**src/rtl/hs_pkg.sv**
```systemverilog
package hs_pkg;

    typedef enum logic {
        HS_PUSH = 1'b0,
        HS_PULL = 1'b1
    } hs_mode_e;

    typedef enum logic [1:0] {
        TX_IDLE   = 2'd0,
        TX_LOADED = 2'd1,
        TX_HOLD   = 2'd2,
        TX_RTZ    = 2'd3
    } tx_state_e;

    typedef enum logic [1:0] {
        RX_IDLE   = 2'd0,
        RX_ACTIVE = 2'd1,
        RX_RTZ    = 2'd2
    } rx_state_e;

endpackage

```
**src/rtl/hs_tx.sv**
```systemverilog
module hs_tx
    import hs_pkg::*;
#(
    parameter hs_mode_e MODE   = HS_PUSH,
    parameter int       DATA_W = 8
) (
    input  logic              clk,
    input  logic              rst_n,
    input  logic              in_valid_i,
    output logic              in_ready_o,
    input  logic [DATA_W-1:0] in_data_i,
    output logic              ctl_o,
    input  logic              ctl_i,
    output logic [DATA_W-1:0] data_o
);

    typedef struct packed {
        tx_state_e         st;
        logic              ctl;
        logic [DATA_W-1:0] word;
    } tx_reg_t;

    tx_reg_t cur_q;
    tx_reg_t nxt_d;

    always_comb begin
        nxt_d = cur_q;
        case (cur_q.st)
            TX_IDLE: begin
                if (in_valid_i) begin
                    nxt_d.word = in_data_i;
                    if (MODE == HS_PUSH) begin
                        nxt_d.ctl = 1'b1;
                        nxt_d.st  = TX_HOLD;
                    end else begin
                        nxt_d.st  = TX_LOADED;
                    end
                end
            end
            TX_LOADED: begin
                if (ctl_i) begin
                    nxt_d.ctl = 1'b1;
                    nxt_d.st  = TX_HOLD;
                end
            end
            TX_HOLD: begin
                if (MODE == HS_PUSH) begin
                    if (ctl_i) begin
                        nxt_d.ctl = 1'b0;
                        nxt_d.st  = TX_RTZ;
                    end
                end else begin
                    if (!ctl_i) begin
                        nxt_d.ctl = 1'b0;
                        nxt_d.st  = TX_IDLE;
                    end
                end
            end
            TX_RTZ: begin
                if (!ctl_i) begin
                    nxt_d.st = TX_IDLE;
                end
            end
            default: nxt_d.st = TX_IDLE;
        endcase
    end

    always_ff @(posedge clk or negedge rst_n) begin
        if (!rst_n) begin
            cur_q <= '{st: TX_IDLE, ctl: 1'b0, word: '0};
        end else begin
            cur_q <= nxt_d;
        end
    end

    assign in_ready_o = (cur_q.st == TX_IDLE);
    assign ctl_o      = cur_q.ctl;
    assign data_o     = cur_q.word;

    AST_TX_DATA_HELD: assert property (@(posedge clk) disable iff (!rst_n)
        ctl_o && $past(ctl_o) |-> $stable(data_o))
        else $error("transmit data moved while control wire held");

    AST_TX_ONE_WORD: assert property (@(posedge clk) disable iff (!rst_n)
        in_valid_i && in_ready_o |=> !in_ready_o)
        else $error("transmit side took a second word");

    generate
        if (MODE == HS_PUSH) begin : g_push_chk
            AST_TX_REQ_ACK_LOW: assert property (@(posedge clk) disable iff (!rst_n)
                $rose(ctl_o) |-> !ctl_i)
                else $error("request raised with acknowledge high");
        end
    endgenerate

endmodule

```
**src/rtl/hs_rx.sv**
```systemverilog
module hs_rx
    import hs_pkg::*;
#(
    parameter hs_mode_e MODE   = HS_PUSH,
    parameter int       DATA_W = 8
) (
    input  logic              clk,
    input  logic              rst_n,
    output logic              ctl_o,
    input  logic              ctl_i,
    input  logic [DATA_W-1:0] data_i,
    output logic              out_valid_o,
    input  logic              out_ready_i,
    output logic [DATA_W-1:0] out_data_o
);

    typedef struct packed {
        rx_state_e         st;
        logic              ctl;
        logic              vld;
        logic [DATA_W-1:0] word;
    } rx_reg_t;

    rx_reg_t cur_q;
    rx_reg_t nxt_d;

    always_comb begin
        nxt_d = cur_q;
        if (cur_q.vld && out_ready_i) begin
            nxt_d.vld = 1'b0;
        end
        if (MODE == HS_PUSH) begin
            case (cur_q.st)
                RX_IDLE: begin
                    if (ctl_i) begin
                        nxt_d.word = data_i;
                        nxt_d.vld  = 1'b1;
                        nxt_d.ctl  = 1'b1;
                        nxt_d.st   = RX_ACTIVE;
                    end
                end
                RX_ACTIVE: begin
                    if (!ctl_i && !cur_q.vld) begin
                        nxt_d.ctl = 1'b0;
                        nxt_d.st  = RX_IDLE;
                    end
                end
                default: nxt_d.st = RX_IDLE;
            endcase
        end else begin
            case (cur_q.st)
                RX_IDLE: begin
                    if (!cur_q.vld && !ctl_i) begin
                        nxt_d.ctl = 1'b1;
                        nxt_d.st  = RX_ACTIVE;
                    end
                end
                RX_ACTIVE: begin
                    if (ctl_i) begin
                        nxt_d.word = data_i;
                        nxt_d.vld  = 1'b1;
                        nxt_d.ctl  = 1'b0;
                        nxt_d.st   = RX_RTZ;
                    end
                end
                RX_RTZ: begin
                    if (!ctl_i) begin
                        nxt_d.st = RX_IDLE;
                    end
                end
                default: nxt_d.st = RX_IDLE;
            endcase
        end
    end

    always_ff @(posedge clk or negedge rst_n) begin
        if (!rst_n) begin
            cur_q <= '{st: RX_IDLE, ctl: 1'b0, vld: 1'b0, word: '0};
        end else begin
            cur_q <= nxt_d;
        end
    end

    assign ctl_o       = cur_q.ctl;
    assign out_valid_o = cur_q.vld;
    assign out_data_o  = cur_q.word;

    AST_RX_OUT_HELD: assert property (@(posedge clk) disable iff (!rst_n)
        out_valid_o && !out_ready_i |=> out_valid_o && $stable(out_data_o))
        else $error("stalled output word lost or changed");

    generate
        if (MODE == HS_PUSH) begin : g_push_chk
            AST_RX_ACK_AFTER_REQ: assert property (@(posedge clk) disable iff (!rst_n)
                $rose(ctl_o) |-> $past(ctl_i))
                else $error("acknowledge rose without a request");
            AST_RX_ACK_WAITS_DRAIN: assert property (@(posedge clk) disable iff (!rst_n)
                ctl_o && out_valid_o && !out_ready_i |=> ctl_o)
                else $error("acknowledge fell with a stalled word");
        end else begin : g_pull_chk
            AST_RX_REQ_ACK_LOW: assert property (@(posedge clk) disable iff (!rst_n)
                $rose(ctl_o) |-> $past(!ctl_i))
                else $error("request raised with acknowledge high");
        end
    endgenerate

endmodule

```
**src/rtl/hs_mon.sv**
```systemverilog
module hs_mon
    import hs_pkg::*;
#(
    parameter hs_mode_e MODE   = HS_PUSH,
    parameter int       DATA_W = 8
) (
    input  logic              clk,
    input  logic              rst_n,
    input  logic              req_i,
    input  logic              ack_i,
    input  logic [DATA_W-1:0] data_i,
    output logic              err_order_o,
    output logic              err_hold_o
);

    typedef struct packed {
        logic              req_prev;
        logic              win_prev;
        logic [DATA_W-1:0] data_prev;
        logic              e_order;
        logic              e_hold;
    } mon_reg_t;

    mon_reg_t cur_q;
    mon_reg_t nxt_d;
    logic     in_window;

    always_comb begin
        if (MODE == HS_PUSH) begin
            in_window = req_i && !ack_i;
        end else begin
            in_window = req_i && ack_i;
        end
        nxt_d.req_prev  = req_i;
        nxt_d.win_prev  = in_window;
        nxt_d.data_prev = data_i;
        nxt_d.e_order   = req_i && !cur_q.req_prev && ack_i;
        nxt_d.e_hold    = cur_q.win_prev && (data_i != cur_q.data_prev);
    end

    always_ff @(posedge clk or negedge rst_n) begin
        if (!rst_n) begin
            cur_q <= '{req_prev: 1'b0, win_prev: 1'b0, data_prev: '0,
                       e_order: 1'b0, e_hold: 1'b0};
        end else begin
            cur_q <= nxt_d;
        end
    end

    assign err_order_o = cur_q.e_order;
    assign err_hold_o  = cur_q.e_hold;

    AST_MON_ORDER_PULSE: assert property (@(posedge clk) disable iff (!rst_n)
        err_order_o |-> $past(req_i) && $past(ack_i))
        else $error("order flag without a raised request under acknowledge");

endmodule

```
**src/rtl/hs_link.sv**
```systemverilog
module hs_link
    import hs_pkg::*;
#(
    parameter hs_mode_e MODE   = HS_PUSH,
    parameter int       DATA_W = 8
) (
    input  logic              clk,
    input  logic              rst_n,
    input  logic              src_valid_i,
    output logic              src_ready_o,
    input  logic [DATA_W-1:0] src_data_i,
    output logic              tx_ctl_o,
    input  logic              tx_ctl_i,
    output logic [DATA_W-1:0] tx_data_o,
    output logic              rx_ctl_o,
    input  logic              rx_ctl_i,
    input  logic [DATA_W-1:0] rx_data_i,
    output logic              dst_valid_o,
    input  logic              dst_ready_i,
    output logic [DATA_W-1:0] dst_data_o,
    output logic              err_order_o,
    output logic              err_hold_o
);

    logic mon_req;
    logic mon_ack;

    hs_tx #(.MODE(MODE), .DATA_W(DATA_W)) u_tx (
        .clk        (clk),
        .rst_n      (rst_n),
        .in_valid_i (src_valid_i),
        .in_ready_o (src_ready_o),
        .in_data_i  (src_data_i),
        .ctl_o      (tx_ctl_o),
        .ctl_i      (tx_ctl_i),
        .data_o     (tx_data_o)
    );

    hs_rx #(.MODE(MODE), .DATA_W(DATA_W)) u_rx (
        .clk         (clk),
        .rst_n       (rst_n),
        .ctl_o       (rx_ctl_o),
        .ctl_i       (rx_ctl_i),
        .data_i      (rx_data_i),
        .out_valid_o (dst_valid_o),
        .out_ready_i (dst_ready_i),
        .out_data_o  (dst_data_o)
    );

    generate
        if (MODE == HS_PUSH) begin : g_push_wires
            assign mon_req = rx_ctl_i;
            assign mon_ack = rx_ctl_o;
        end else begin : g_pull_wires
            assign mon_req = rx_ctl_o;
            assign mon_ack = rx_ctl_i;
        end
    endgenerate

    hs_mon #(.MODE(MODE), .DATA_W(DATA_W)) u_mon (
        .clk         (clk),
        .rst_n       (rst_n),
        .req_i       (mon_req),
        .ack_i       (mon_ack),
        .data_i      (rx_data_i),
        .err_order_o (err_order_o),
        .err_hold_o  (err_hold_o)
    );

endmodule

```
**config.mk**
```make
export PLATFORM = sky130hd
export DESIGN_NAME = hs_link
export DESIGN_NICKNAME = d
export VERILOG_FILES = /design/src/rtl/hs_pkg.sv /design/src/rtl/hs_tx.sv /design/src/rtl/hs_rx.sv /design/src/rtl/hs_mon.sv /design/src/rtl/hs_link.sv
export SDC_FILE = /design/constraint.sdc
export NUM_CORES = 1
export LEC_CHECK = 0
export BUFFER_PORTS_ARGS = -buffer_cell sky130_fd_sc_hd__buf_2
export CORE_MARGIN = 2
export CORE_UTILIZATION = 40
export DETAILED_ROUTE_END_ITERATION = 7
export PLACE_DENSITY = 0.73
export SLEW_MARGIN = 20
export SYNTH_ARGS = -nofsm -noshare
export SYNTH_HDL_FRONTEND = slang
export SYNTH_SLANG_ARGS = --single-unit
export TNS_END_PERCENT = 50
```
**constraint.sdc**
```tcl
create_clock -name clk -period 1.39 [get_ports clk]
set_input_delay 0.139 -clock clk [delete_from_list [all_inputs] [get_ports clk]]
set_output_delay 0.139 -clock clk [all_outputs]
set_load 0.02 [all_outputs]
```
## Word-level counts from Yosys, hierarchy flattened

Index checks and enable logic that the tools add are counted.

| storage, ports and cells | value |
|---|---|
| bits in registers | 35 |
| input bits | 22 |
| output and inout port bits | 22 |
| word-level logic and storage cells | 55 |

| cells by class | value |
|---|---|
| equality and inequality tests | 11 |
| muxes and demuxes | 12 |
| reduce and logical (&&, ||, !) cells | 20 |

Operator list:

| kind | count |
|---|---|
| 12-bit two-way mux | 1 |
| 11-bit two-way mux | 1 |
| 2-bit != test, second input constant | 5 |
| 3-bit two-way mux | 3 |
| 9-bit two-way mux | 1 |
| 8-bit != test | 1 |
| 2-bit one-hot mux with 4 select lines | 1 |
| 4-bit AND reduction | 2 |
| 1-bit logical AND | 6 |
| 2-bit AND reduction | 3 |
| 2-bit by 1-bit equality test with 1-bit output, second input constant | 2 |
| 2-bit equality test, second input constant | 2 |
| 1-bit logical NOT | 4 |
| 2-bit logical NOT | 2 |
| 2-bit one-hot mux with 2 select lines | 1 |
| 1-bit one-hot mux with 3 select lines | 1 |
| 3-bit AND reduction | 1 |
| 3-bit nonzero test | 1 |
| 2-bit two-way mux | 1 |
| 2-bit by 1-bit != test with 1-bit output, second input constant | 1 |
| 1-bit one-hot mux with 2 select lines | 1 |
| 2-bit nonzero test | 1 |
| 1-bit two-way mux | 1 |

## Longest topological paths before layout

| logic depth | value |
|---|---|
| word-level depth | 4 |
| mapped depth | 5 |

## By module

A second synthesis with hierarchy kept.

| unflattened totals | value |
|---|---|
| cells, all modules | 111 |
| area, all modules | 1,535.2 µm² |

Modules (own cells, without submodules):

| module | times used | cells each | area an instance (µm²) | sequential area each (µm²) |
|---|---|---|---|---|
| hs_tx | 1 | 50 | 615.6 | 275.3 |
| hs_rx | 1 | 35 | 515.5 | 275.3 |
| hs_mon | 1 | 26 | 404.1 | 300.3 |

## Worst setup path before layout

OpenSTA, ideal clock, no wires.

| path | value |
|---|---|
| path kind | register to register |
| from | register u_tx.cur_q[9] (netlist name) |
| to | register u_tx.cur_q (netlist bit u_tx.data_o[0]) |
| data arrival time | 1,265 ps |
| setup slack | 1 ps |
| stages on the path, launching flop included | 5 |
| path buffers | 0 |
| clock period less this slack | 1,389 ps |
| cells stage by stage | dfrtp_1 inv_1 ha_1 nand2_2 mux2_2 |

| between the ends | value |
|---|---|
| cells in the longest elaborated chain, start to end | 2 |

Ends and longest elaborated chain:

| what | RTL line | text |
|---|---|---|
| from (decl) | hs_tx.sv:23 | `tx_reg_t cur_q;` |
| from (signal assigned) | hs_tx.sv:70 | `cur_q <= '{st: TX_IDLE, ctl: 1'b0, word: '0};` |
| from (signal assigned) | hs_tx.sv:72 | `cur_q <= nxt_d;` |
| 2-bit logical NOT | -- |  |
| net src_ready_o | hs_link.sv:10 | `output logic src_ready_o,` |
| 2-bit AND reduction (no source line) | -- |  |

The timed path passes the listed nets, and every way through them passes these cells.
A chain may end at the register's enable or synchronous reset.

## Worst setup path after layout

| path | value |
|---|---|
| from | register u_tx.cur_q[10] (netlist name) |
| to | register u_tx.cur_q[10] (netlist name) |

| between the ends | value |
|---|---|
| cells in the longest elaborated chain, start to end | 3 |

Ends and longest elaborated chain:

| what | RTL line | text |
|---|---|---|
| 2-bit equality test (tied with other cells) | hs_tx.sv:28 | `case (cur_q.st)` |
| 2-bit != test (no source line) | -- |  |
| 4-bit AND reduction (no source line) | -- |  |

Parallel ways exist; a longest one is shown, timed or not.

==> results_dict.tcl <==
set metrics [dict create \
    antenna_found_initial 0 \
    routabilityCongestion 0.665 \
    netlist_top_cells_count "34 x dfrtp_1, 16 x buf_4, 8 x mux2_2, 8 x mux2_4, 8 x xor2_1" \
    grt_use_total_pct 13.6 \
    clockRootBuffer "clkbuf_8" \
    skew_ns 0.00544 \
    final_nets 181 \
    clk_latency_ns 0.28 \
    first_pass_iters 2 \
    finalCritPeriodShare_pct 96.1 \
    ant_nets 0 \
    numClockSinks 34 \
    hold_violations 0 \
    drive_gt1_share_pct 49.4 \
    powerDensity_nw_per_um2 1780 \
    ys_seq_elements 34 \
    slew_violations 0 \
    cap_violations 0 \
    place_area_um2 1650 \
    min_from "rx_data_i[2]" \
    io_pins 44 \
    cts_buffer_depth 2 \
    grt-busiest-layer "met2" \
    relSlewSlack_pct 49.9 \
    ff2ff_path_depth 5 \
    die_w_um 65.1 \
    drt_iter0_markers 39 \
    grt_pass1_wl_um 4150 \
    n_fill_cell 335 \
    fmax_mhz 749 \
    hold_path_end "u_mon.cur_q[4]$_DFF_PN0_" \
    num_vias 927 \
    yosysMostFrequentCell "dfrtp_1" \
    avgRoutedWirePerCell_um 12.6 \
    grt_overflow 0 \
    crit_path_max_fanout 4 \
    yosys_warnings 0 \
    reg2reg_slack_ns 0.05 \
    final_cell_area_um2 1870 \
    leakage_uw 0.000924 \
    synth_cell_type_count 26 \
    cts_max_level 2 \
    grtUsageMet3_pct 5.31 \
    synth_area_um2 1490 \
    syn-num-nets 136 \
    wirelength_um 2550 \
    core-area_um2 3630 \
    worstPathArrival_ns 1.50 \
    synth_area_leaders "dfrtp_1 57%, buf_4 8.0%, mux2_4 8.0%, mux2_2 6.0%, xor2_1 4.7%" \
    synth_largest_area_cell "dfrtp_1" \
    syn_avg_cell_area_um2 13.7 \
    die_h_um 65.1 \
    tightest_slew_ns 0.752 \
    drc 0 \
    outcome "finished clean" \
    antenna_cells 0 \
    holdPathStages 1 \
    r2r_end "u_tx.cur_q[10]$_DFFE_PN0P_" \
    port_buffers 43 \
    vdd_ir_drop_max_mv 0.761 \
    post-route-util_pct 51.5 \
    startpoint_type "register" \
    synth_ff_type "dfrtp_1" \
    period_needed_ns 1.34 \
    grt_max_degree 35 \
    start_util_pct 41.1 \
    dp_hpwl_um 1810 \
    clk_pin_slew_ns 0.06 \
    netlist.area_leader.share_pct 57.0 \
    required_ns 1.56 \
    tritoncts "built" \
    startpoint "u_tx.cur_q[10]$_DFFE_PN0P_" \
    hp-class "input port to register" \
    met2_usage_pct 21.6 \
    setup_viol 0 \
    async_reset_ff_share_pct 100 \
    crit_path_end_kind "register" \
    die_area_um2 4240 \
    area_delta_synth_final_pct 25.3 \
    first_global_vias 961 \
    numCtsBuffers 5 \
    via_per_inst 4.59 \
    path_class "register to register" \
    rr_startpoint "u_tx.cur_q[10]$_DFFE_PN0P_" \
    row_count 22 \
    synth_edf_count 0 \
    use_met1_pct 15.0 \
    synth_seq_area_share_pct 57.0 \
    syn_inst 109 \
]
## state kept, by name (all words and copies together) (netlist names), 2 cells and up
name             flops
u_tx.data_o          8
u_rx.out_data_o      8
u_tx.cur_q           2
u_mon.cur_q         10
## worst max-delay path: stages, from the launching register on
cell and delay (ns):
dfrtp_2 0.43, buf_4 0.15, ha_4 0.17, nor3_4 0.13, nor2_1 0.07, o32a_1 0.27
## layer usage
| metal | wire (um) | vias to the layer above | part of all wire [%] |
|---|---|---|---|
| met1 | 1060 | 446 | 41 |
| met2 | 1230 | 37 | 48 |
| li1 | - | 437 | - |
| met3 | 203 | 7 | 8.0 |
| met4 | 64 | 0 | 2.5 |
| met5 | 0 | - | 0 |
## metrics by stage
step | std cells | hold WS (ns) | setup TNS (ns) | total power [uW] | setup WS [ns]
detailed placement | 185 | 0.248 | -0.307 | 2510 | -0.0884
global placement | 185 | 0.234 | 0 | 2440 | 0.0441
floorplan | 109 | -0.157 | 0 | 2370 | 0.000754
global route | 202 | 0.000201 | -0.00120 | 3530 | -0.00120
CTS | 200 | 0.000401 | -0.0196 | 3250 | -0.0196
finish | 202 | 0.00524 | 0 | 3330 | 0.0547
## where the power goes
part           leakage [uW]  switching [uW]  total (uW)  internal (uW)
Sequential         0.000403             138        1370           1230
Combinational      0.000483             686        1300            610
Clock             0.0000383             318         662            344
Total              0.000924            1140        3330           2190
## kinds of logic after synthesis
family	synth area share, %
XOR/XNOR	4.69
AO/OA/AOI/OAI	5.03
buffers and inverters	9.80
flip-flops	57.0
multiplexers	14.7
AND/OR/NAND/NOR	4.61
adder cells (fa/ha/maj)	4.19
## placed cells by master, fill, tap and decap left out, types with 2 or more instances in the layout
| master | count |
|---|---|
| buf_2 | 43 |
| buf_4 | 4 |
| clkbuf_1 | 2 |
| clkbuf_8 | 5 |
| dfrtp_1 | 33 |
| dlygate4sd3_1 | 8 |
| ha_1 | 2 |
| ha_4 | 2 |
| inv_1 | 3 |
| mux2_2 | 8 |
| mux2_4 | 8 |
| nand2b_1 | 2 |
| nor2_1 | 3 |
| nor4_1 | 2 |
| o21ai_0 | 3 |
| xor2_1 | 8 |
## how the worst max path moves through the flow
stage	depth (start not counted)	end	slack, ns
final	5	u_tx.cur_q[10]$_DFFE_PN0P_	0.05
after global routing	5	u_tx.cur_q[10]$_DFFE_PN0P_	-0.001
after CTS	3	src_ready_o	-0.02
after detailed placement	5	u_tx.cur_q[10]$_DFFE_PN0P_	-0.09
after global placement	5	u_tx.cur_q[10]$_DFFE_PN0P_	0.04
after floorplan	4	u_tx.data_o[0]$_DFFE_PN0P_	0.0008
## what timing repair did
action | 4_1_cts | 5_1_grt
setup buffers | 1 | 1
pin swaps | 1 | 1
hold buffers | 7 | 1
hold endpoints to repair | 40 | 1
gates resized for setup | 4 | 7
setup endpoints to repair | 11 | 3
## final cells by class
cell class	instances	area, um2	share of cell area, %
Inverter	4	15.0	0.802
Multi-Input combinational cell	54	543	29.0
Timing Repair Buffer	55	325	17.4
Clock buffer	7	76.3	4.08
Tap cell	48	60.1	3.21
Sequential cell	34	852	45.5
Note: power is estimated with default switching activity, not from simulation.
